$ cat config.mk
export PLATFORM = sky130hd
export DESIGN_NAME = fault_supervisor
export DESIGN_NICKNAME = d
export VERILOG_FILES = /design/src/rtl/fault_supervisor.sv
export SDC_FILE = /design/constraint.sdc
export NUM_CORES = 1
export LEC_CHECK = 0
export ABC_CLOCK_PERIOD_IN_PS = 5700
export BUFFER_PORTS_ARGS = -buffer_cell sky130_fd_sc_hd__buf_2
export CORE_UTILIZATION = 53
export DETAILED_ROUTE_END_ITERATION = 7
export GPL_TIMING_DRIVEN = 0
export PLACE_DENSITY_LB_ADDON = 0.12
export SYNTH_ARGS = -nofsm -noshare
export SYNTH_HDL_FRONTEND = slang
export SYNTH_SLANG_ARGS = --single-unit
$ cat constraint.sdc
create_clock -name clk -period 5.7 [get_ports clk]
set_input_delay 1.14 -clock clk [delete_from_list [all_inputs] [get_ports clk]]
set_output_delay 1.14 -clock clk [all_outputs]
set_load 0.05 [all_outputs]
$ cat src/rtl/fault_supervisor.sv
module fault_supervisor #(
  parameter int NCH      = 2,
  parameter int PRESCALE = 4,
  parameter int TMR_W    = 8
) (
  input  logic                 clk,
  input  logic                 rst_n,
  input  logic [NCH-1:0]       run_req,
  input  logic [NCH*7-1:0]     ch_flt_raw,
  input  logic [NCH*7-1:0]     ch_flt_en,
  input  logic [NCH*4-1:0]     latch_sel,
  input  logic [2:0]           gl_flt_raw,
  input  logic [2:0]           gl_flt_en,
  input  logic [NCH*TMR_W-1:0] restart_ticks,
  input  logic                 status_clr,
  output logic [NCH-1:0]       ch_on,
  output logic [NCH-1:0]       flt_n,
  output logic [NCH*7-1:0]     ch_status,
  output logic [3:0]           gl_status
);
  localparam int CF = 7;
  localparam int NS = 4;
  localparam int PW = (PRESCALE > 1) ? $clog2(PRESCALE) : 1;

  logic [PW-1:0] pre_q;
  logic          tick;
  logic [2:0]    gl_hit;
  logic [3:0]    gl_q;
  logic          tsd_q;
  logic          gl_pin, gl_stop;

  assign tick = (pre_q == PW'(PRESCALE - 1));

  always_ff @(posedge clk or negedge rst_n)
    if (!rst_n) pre_q <= '0;
    else        pre_q <= tick ? '0 : pre_q + 1'b1;

  assign gl_hit = gl_flt_raw & gl_flt_en;

  always_ff @(posedge clk or negedge rst_n)
    if (!rst_n) begin
      gl_q  <= 4'b1000;
      tsd_q <= 1'b0;
    end else begin
      gl_q[2:0] <= (status_clr ? 3'b000 : gl_q[2:0]) | gl_hit;
      if (status_clr) gl_q[3] <= 1'b0;
      tsd_q <= gl_hit[0];
    end

  assign gl_status = gl_q;
  assign gl_pin    = |gl_q[2:0];
  assign gl_stop   = tsd_q | gl_q[2];

  for (genvar c = 0; c < NCH; c++) begin : g_ch
    logic [CF-1:0]    hit, st_q, latching;
    logic [TMR_W-1:0] cnt_q, lim;
    logic             hold_q, auto_hit, latch_blk;

    assign hit       = ch_flt_raw[c*CF +: CF] & ch_flt_en[c*CF +: CF];
    assign latching  = {3'b111, latch_sel[c*NS +: NS]};
    assign auto_hit  = |(hit & ~latching);
    assign latch_blk = |(st_q & latching);
    assign lim       = restart_ticks[c*TMR_W +: TMR_W];

    always_ff @(posedge clk or negedge rst_n)
      if (!rst_n) st_q <= '0;
      else        st_q <= (status_clr ? '0 : st_q) | hit;

    always_ff @(posedge clk or negedge rst_n)
      if (!rst_n) begin
        hold_q <= 1'b0;
        cnt_q  <= '0;
      end else if (auto_hit) begin
        hold_q <= 1'b1;
        cnt_q  <= '0;
      end else if (hold_q) begin
        if (cnt_q >= lim) begin
          hold_q <= 1'b0;
          cnt_q  <= '0;
        end else if (tick) begin
          cnt_q <= cnt_q + 1'b1;
        end
      end

    assign ch_status[c*CF +: CF] = st_q;
    assign ch_on[c] = run_req[c] & ~latch_blk & ~hold_q & ~gl_stop;
    assign flt_n[c] = ~(|st_q | gl_pin);
  end
endmodule


==> impl_metrics.yaml, run 1 <==
timing:
  finalWorstSetupSlack_ns: 2.358
  hold_violations: 0
  tightestPinTransition_ns: 0.8689
  tns_ns: 0
  clock_skew_ns: 0.005475
  min_period_over_period_pct: 58.62
  slew_viol_final: 0
  rsz0062_at_grt: "no"
  max-slew-margin-rel_pct: 42.08
  setup_violations: 0
  fmax_mhz: 299.3
  layout_min_cycle_time_ns: 3.342
critical_path:
  path_class: "primary input to output port"
  critPathMaxStageDelay_ns: 0.34
  critPathBufInv: 2
  cp.depth: 5
  cp_max_fo: 2
  crit_arrival_ns: 2.20
  reg2regPathDepth: 6
  cp-end-kind: "output port"
  start_kind: "primary input"
  crit_path_cell_trace: "buf_2 -> a22oi_1 -> nand3_1 -> a2111oi_0 -> buf_2"
  cp_common_cell: "buf_2"
  required_ns: 4.56
  cpMaxStageDelayCell: "buf_2"
  critPathTopFamily: "compound AO/OA/AOI/OAI gates"
placement:
  gp_congestion: 0.7497
  dp_hpwl_mm: 4.102
  place_ws_ns: 2.362
  portBuffers: 84
power:
  power_density_nw_per_um2: 213.5
  leakage_nw: 1.532
  ir_worst_vdd_mv: 0.1433
floorplanning:
  rows: 23
  die_h_um: 68.16
  die_w_um: 68.16
  start_util_pct: 56.77
  coreArea_sq_um: 4086
  io_pins: 85
  die_area_sq_um: 4645
clock_tree:
  htreeDepth: 2
  cts_resized: 0
  clockBufferDepth: 2
  cts_root_buf: "clkbuf_8"
  hold_buffers: 0
  cts_tree: "yes"
  clock-sinks: 39
  clkTransAtPathRegs_ns: 0.07
  worst_skew_pair.late_latency_ns: 0.29
  cts_setup_buffers: 0
  numCtsBuffers: 5
route:
  num_vias: 2235
  dr_wl_met3_um: 247
  topRoutingLayerUsed: "met4"
  antenna_left: 0
  wl_met1_mm: 2.249
  routed_wl_mm: 5.394
  drc: 0
  dr.pass1.iters: 4
  routed-wl-met2_mm: 2.833
  vias_per_cell: 5.386
  drt_iter0_markers: 127
  wl_per_cell_um: 13.00
yosys:
  synth_warnings: 0
  synth.distinct_cells: 37
  yosys-top-cells-area: "dfrtp_1, ha_1, inv_1"
  yosysTopAreaCellShare_pct: 40.99
  syn_nets: 355
  synth_flop_cell: "dfrtp_1"
  netlist_top_cells_count: "dfrtp_1, inv_1, nand2_1"
  ys_seq_area_share_pct: 42.13
  synthMostInstantiatedCell: "dfrtp_1"
  synth_edf_count: 0
  synth_cells: 273
  synth-seq-cells: 39
  yosys.area.top_type: "dfrtp_1"
  avgSynthCellArea_sq_um: 8.497
  ys_async_sr_fraction_pct: 100.0
  synth_area_sq_um: 2320
final_layout:
  nNetsFinal: 446
  drive_gt1_share_pct: 26.30
  areaGrowthSynthToFinish_pct: 24.49
  antennaDiodeCount: 0
hold_path:
  whs_path_depth: 1
  hold_path_class: "flop to flop"
global_routing:
  grt_pass1_wl_mm: 8.452
  grt_max_degree: 40
  antenna_found_initial: 0
  gr-usage-all-layers_pct: 24.38
  grt_pass1_vias: 2041
  gr-total-overflow: 0
outcome:
  status: "finished, final reports clean"
flow_run:
  cap_violations: 0
## cell families after synthesis
logic type	share of synthesized area (%)
buffers and inverters	7.012
AND/OR/NAND/NOR	24.00
adder cells (fa/ha/maj)	10.25
AO/OA/AOI/OAI	16.18
multiplexers	0.4315
flip-flops	42.13
## metrics by stage
step	instances	hold WS [ns]	instance area (sq um)	power, mW	utilization (%)
global placement	407	0.4185	2803	0.4328	68.59
floorplan	273	0.4031	2320	0.3847	-
detailed placement	407	0.4236	2803	0.4358	68.59
global route	415	0.4483	2888	0.6490	70.67
finish	415	0.4367	2888	0.6166	70.67
CTS	415	0.4346	2888	0.6197	70.67
## cell type report
| class | instances | area (sq um) |
|---|---|---|
| Tap cell | 50 | 62.56 |
| Buffer | 7 | 27.53 |
| Inverter | 36 | 135.1 |
| Fill cell | 318 | 1199 |
| Multi-Input combinational cell | 191 | 1180 |
| Clock inverter | 2 | 12.51 |
| Sequential cell | 39 | 977.2 |
| Clock buffer | 6 | 72.57 |
| Timing Repair Buffer | 84 | 420.4 |
## final timing paths
| path | startpoint | endpoint | slack [ns] |
|---|---|---|---|
| worst max-delay path | latch_sel[2] | ch_on[0] | 2.36 |
| max in group asynchronous | rst_n | g_ch[0].cnt_q[7] | 4.20 |
| min in group asynchronous | rst_n | g_ch[1].st_q[3] | 0.96 |
| worst min-delay path | pre_q[0] | pre_q[0] | 0.44 |
| worst max register to register | g_ch[1].cnt_q[5] | g_ch[1].cnt_q[7] | 3.59 |
| worst min register to register | pre_q[0] | pre_q[0] | 0.44 |
## registers in the layout, summed over array words and instances (netlist names)
signal and flops:
pre_q 2, tsd_q 1, g_ch.st_q 14, g_ch.cnt_q 16
g_ch.hold_q 2, gl_status 4
## power by group
part	switching [mW]	internal, mW
Clock	0.101	0.0856
Sequential	0.0102	0.291
Combinational	0.0874	0.0419
## layout by cell type, fill, tap and decap left out, types with 2 or more instances in the layout
master and count:
buf_2 85, dfrtp_1 38, inv_1 36, nand2_1 34, nand3_1 23, o21ai_0 22, ha_1 19, nor2_1 14
nor3_1 8, a21oi_1 8, clkbuf_1 7, nor2b_1 7, a31oi_1 7, nand4_1 6, and3_1 5, clkbuf_8 5
a21o_1 4, nand2b_1 3, o211ai_1 3, nor4_1 3, and4_1 3, and2_1 2, a22oi_1 2, a2111oi_0 2
a211oi_1 2, o22a_1 2, o221ai_1 2
## per-layer routing
layer	global-route usage [%]	up-vias
met3	4.000	6
met5	0	-
met2	46.32	54
li1	-	1141
met1	27.04	1034
met4	8.073	0
No activity file was read; power rests on OpenSTA's default activity.
==> inputs of run 2 (changes only) <==
--- a/config.mk
+++ b/config.mk
@@ -5,9 +5,10 @@
 export SDC_FILE = /design/constraint.sdc
 export NUM_CORES = 1
 export LEC_CHECK = 0
-export ABC_CLOCK_PERIOD_IN_PS = 5700
+export ABC_AREA = 1
+export ABC_CLOCK_PERIOD_IN_PS = 2980
 export BUFFER_PORTS_ARGS = -buffer_cell sky130_fd_sc_hd__buf_2
-export CORE_UTILIZATION = 53
+export CORE_UTILIZATION = 46
 export DETAILED_ROUTE_END_ITERATION = 7
 export GPL_TIMING_DRIVEN = 0
 export PLACE_DENSITY_LB_ADDON = 0.12
==> constraint.sdc (replaced) <==
create_clock -name clk -period 2.98 [get_ports clk]
set_input_delay 0.596 -clock clk [delete_from_list [all_inputs] [get_ports clk]]
set_output_delay 0.596 -clock clk [all_outputs]
set_load 0.05 [all_outputs]
==> impl_metrics.yaml, run 2 <==
outcome:
  status: "finished, final reports clean"
final_layout:
  layout_commonest_cell: "nand2_1"
  multi_input_area_sq_um: 1349
  final_cell_mix: "nand2_1, buf_2, inv_1"
  layoutNonFillerInstCount: 492
  drive_gt1_share_pct: 28.91
  design_area_sq_um: 3137
  largest_reg_flops: 16
  antennaDiodeCount: 0
  areaGrowthSynthToFinish_pct: 23.13
  nNetsFinal: 503
  ff_latch_area_sq_um: 977.2
  fillerInstances: 503
  regMostFlops: "g_ch.cnt_q"
power:
  power_density_nw_per_um2: 461.6
  ir_worst_vdd_mv: 0.2820
  switching_share_pct: 36.59
  combPwrFrac_pct: 31.5
  seq_power_share_pct: 44.7
  leakage_nw: 1.775
  p_sw_mw: 0.5297
  power.internal_mw: 0.9181
  pwr-share-clk_pct: 23.8
floorplanning:
  die_w_um: 76.42
  io_pins: 85
  start_util_pct: 48.94
  die_area_sq_um: 5839
  rows: 26
  die_h_um: 76.42
  coreArea_sq_um: 5205
clock_tree:
  cts_root_buf: "clkbuf_8"
  cts_tree: "yes"
  htreeDepth: 2
  cts_resized: 0
  worst_skew_pair.late_latency_ns: 0.29
  clkTransAtPathRegs_ns: 0.08
  cts_setup_buffers: 0
  clockBufferDepth: 2
  numCtsBuffers: 5
  hold_buffers: 0
  clock-sinks: 39
placement:
  gp_congestion: 0.8172
  portBuffers: 84
  place_ws_ns: 0.8408
  dp_hpwl_mm: 4.088
  place_area_sq_um: 3055
  dp.cells: 484
yosys:
  yosysTopAreaCellShare_pct: 37.33
  synth_flop_cell: "dfrtp_1"
  synth.area.mux_share_pct: 0
  synth-xor-area-share_pct: 3.438
  yosys.area.top_type: "dfrtp_1"
  synth_cells: 330
  synthSimpleGateAreaFrac_pct: 31.78
  netlist_top_cells_count: "nand2_1, inv_1, dfrtp_1"
  synth_adder_area_share_pct: 9.332
  yosys-top-cells-area: "dfrtp_1, nand2_1, ha_1"
  synth_top_family_by_area: "simple AND/OR/NAND/NOR gates"
  synth.distinct_cells: 30
  avgSynthCellArea_sq_um: 7.720
  synthMostInstantiatedCell: "nand2_1"
  ys_seq_area_share_pct: 38.36
  synth_compound_area_share_pct: 8.399
  synth_edf_count: 0
  synth_area_sq_um: 2547
  syn_nets: 412
  synth-seq-cells: 39
  ys_async_sr_fraction_pct: 100.0
  synth_warnings: 0
route:
  drt_iter0_markers: 55
  num_vias: 2290
  drc: 0
  dr.pass1.iters: 4
  wl_per_cell_um: 10.48
  vias_per_cell: 4.654
  routed_wl_mm: 5.156
  antenna_left: 0
timing:
  clock_skew_ns: 0.004227
  min_period_over_period_pct: 73.09
  slew_viol_final: 0
  hold_violations: 0
  finalWorstSetupSlack_ns: 0.8018
  setup_violations: 0
  max-slew-margin-rel_pct: 41.96
  fmax_mhz: 459.1
  tightestPinTransition_ns: 0.8706
  layout_min_cycle_time_ns: 2.178
  rsz0062_at_grt: "no"
global_routing:
  gr-total-overflow: 0
  antenna_found_initial: 0
  grt_pass1_vias: 2169
  grt_max_degree: 40
  grt_pass1_wl_mm: 8.990
  gr-usage-all-layers_pct: 19.04
critical_path:
  reg2regPathDepth: 11
  start_kind: "flop"
  crit_path_cell_trace: "or2_2 -> nor4_1 -> buf_2"
  path_class: "flop to output port"
  r2r_start: "g_ch[0].cnt_q[3]"
  required_ns: 2.38
  r2r_end: "g_ch[0].cnt_q[7]"
  critPathMaxStageDelay_ns: 0.40
  r2r_slack_ns: 1.30
  crit_arrival_ns: 1.58
  cp_max_fo: 3
  critPathBufInv: 1
  cp-end-kind: "output port"
  critPathTopFamily: "simple AND/OR/NAND/NOR gates"
  cpMaxStageDelayCell: "dfrtp_1"
flow_run:
  cap_violations: 0
hold_path:
  hold_path_class: "primary input to async pin"
run 2: layout make-up:
class	instances	area share (%)
multi-input cells	232	43.00
plain buffers	1	0.1197
inverters	58	6.941
clock buffers	7	2.433
flip-flops and latches	39	31.15
repair buffers	84	13.40
clock inverters	1	0.1596
well taps	70	2.792
run 2: cell families after synthesis:
family	count (synthesis)
simple gates	170
buf+inv	59
compound gates	33
flops	39
xor+xnor	10
fa+ha+maj	19
run 2: through the flow:
step	hold slack, ns	TNS (ns)	total power [mW]	util (%)
6_report	0.4084	0	1.448	60.26
5_1_grt	0.4691	0	1.562	60.26
3_5_place_dp	0.4184	0	1.121	58.70
2_1_floorplan	0.3004	-0.2135	0.9805	-
3_3_place_gp	0.4176	0	1.108	58.70
4_1_cts	0.4356	0	1.473	60.26
run 2: worst max-delay path by stage:
stage / from / end / slack (ns) / cells after the start
2_1_floorplan: gl_status[2] / ch_on[0] / -0.11 / 2
3_3_place_gp: latch_sel[2] / ch_on[0] / 0.85 / 7
3_5_place_dp: latch_sel[2] / ch_on[0] / 0.84 / 7
4_1_cts: gl_status[2] / ch_on[1] / 0.79 / 3
5_1_grt: gl_status[2] / ch_on[1] / 0.70 / 3
6_report: gl_status[2] / ch_on[0] / 0.80 / 3
run 2: routing by layer:
metal	part of all wire, %	up-vias	track usage, %	wire [um]
met5	0	-	0	0
met2	47	56	32.88	2432
li1	-	1203	-	-
met3	6.0	6	5.749	310
met4	0.91	0	4.615	47
met1	46	1025	23.09	2365
run 2: power by group through the flow:
stage	clock network, mW	registers, mW	logic, mW
after floorplan	0	0.721	0.259
after global placement	0	0.658	0.449
after detailed placement	0	0.659	0.463
after CTS	0.360	0.649	0.464
after global routing	0.384	0.659	0.519
final	0.344	0.647	0.457
run 2: worst reg2reg max path: cells and delay by family (launching register included):
family                     cells  cell delay, ns
adders and majority gates      1            0.32
and+or+nand+nor               10            0.86
DFF                            1            0.44
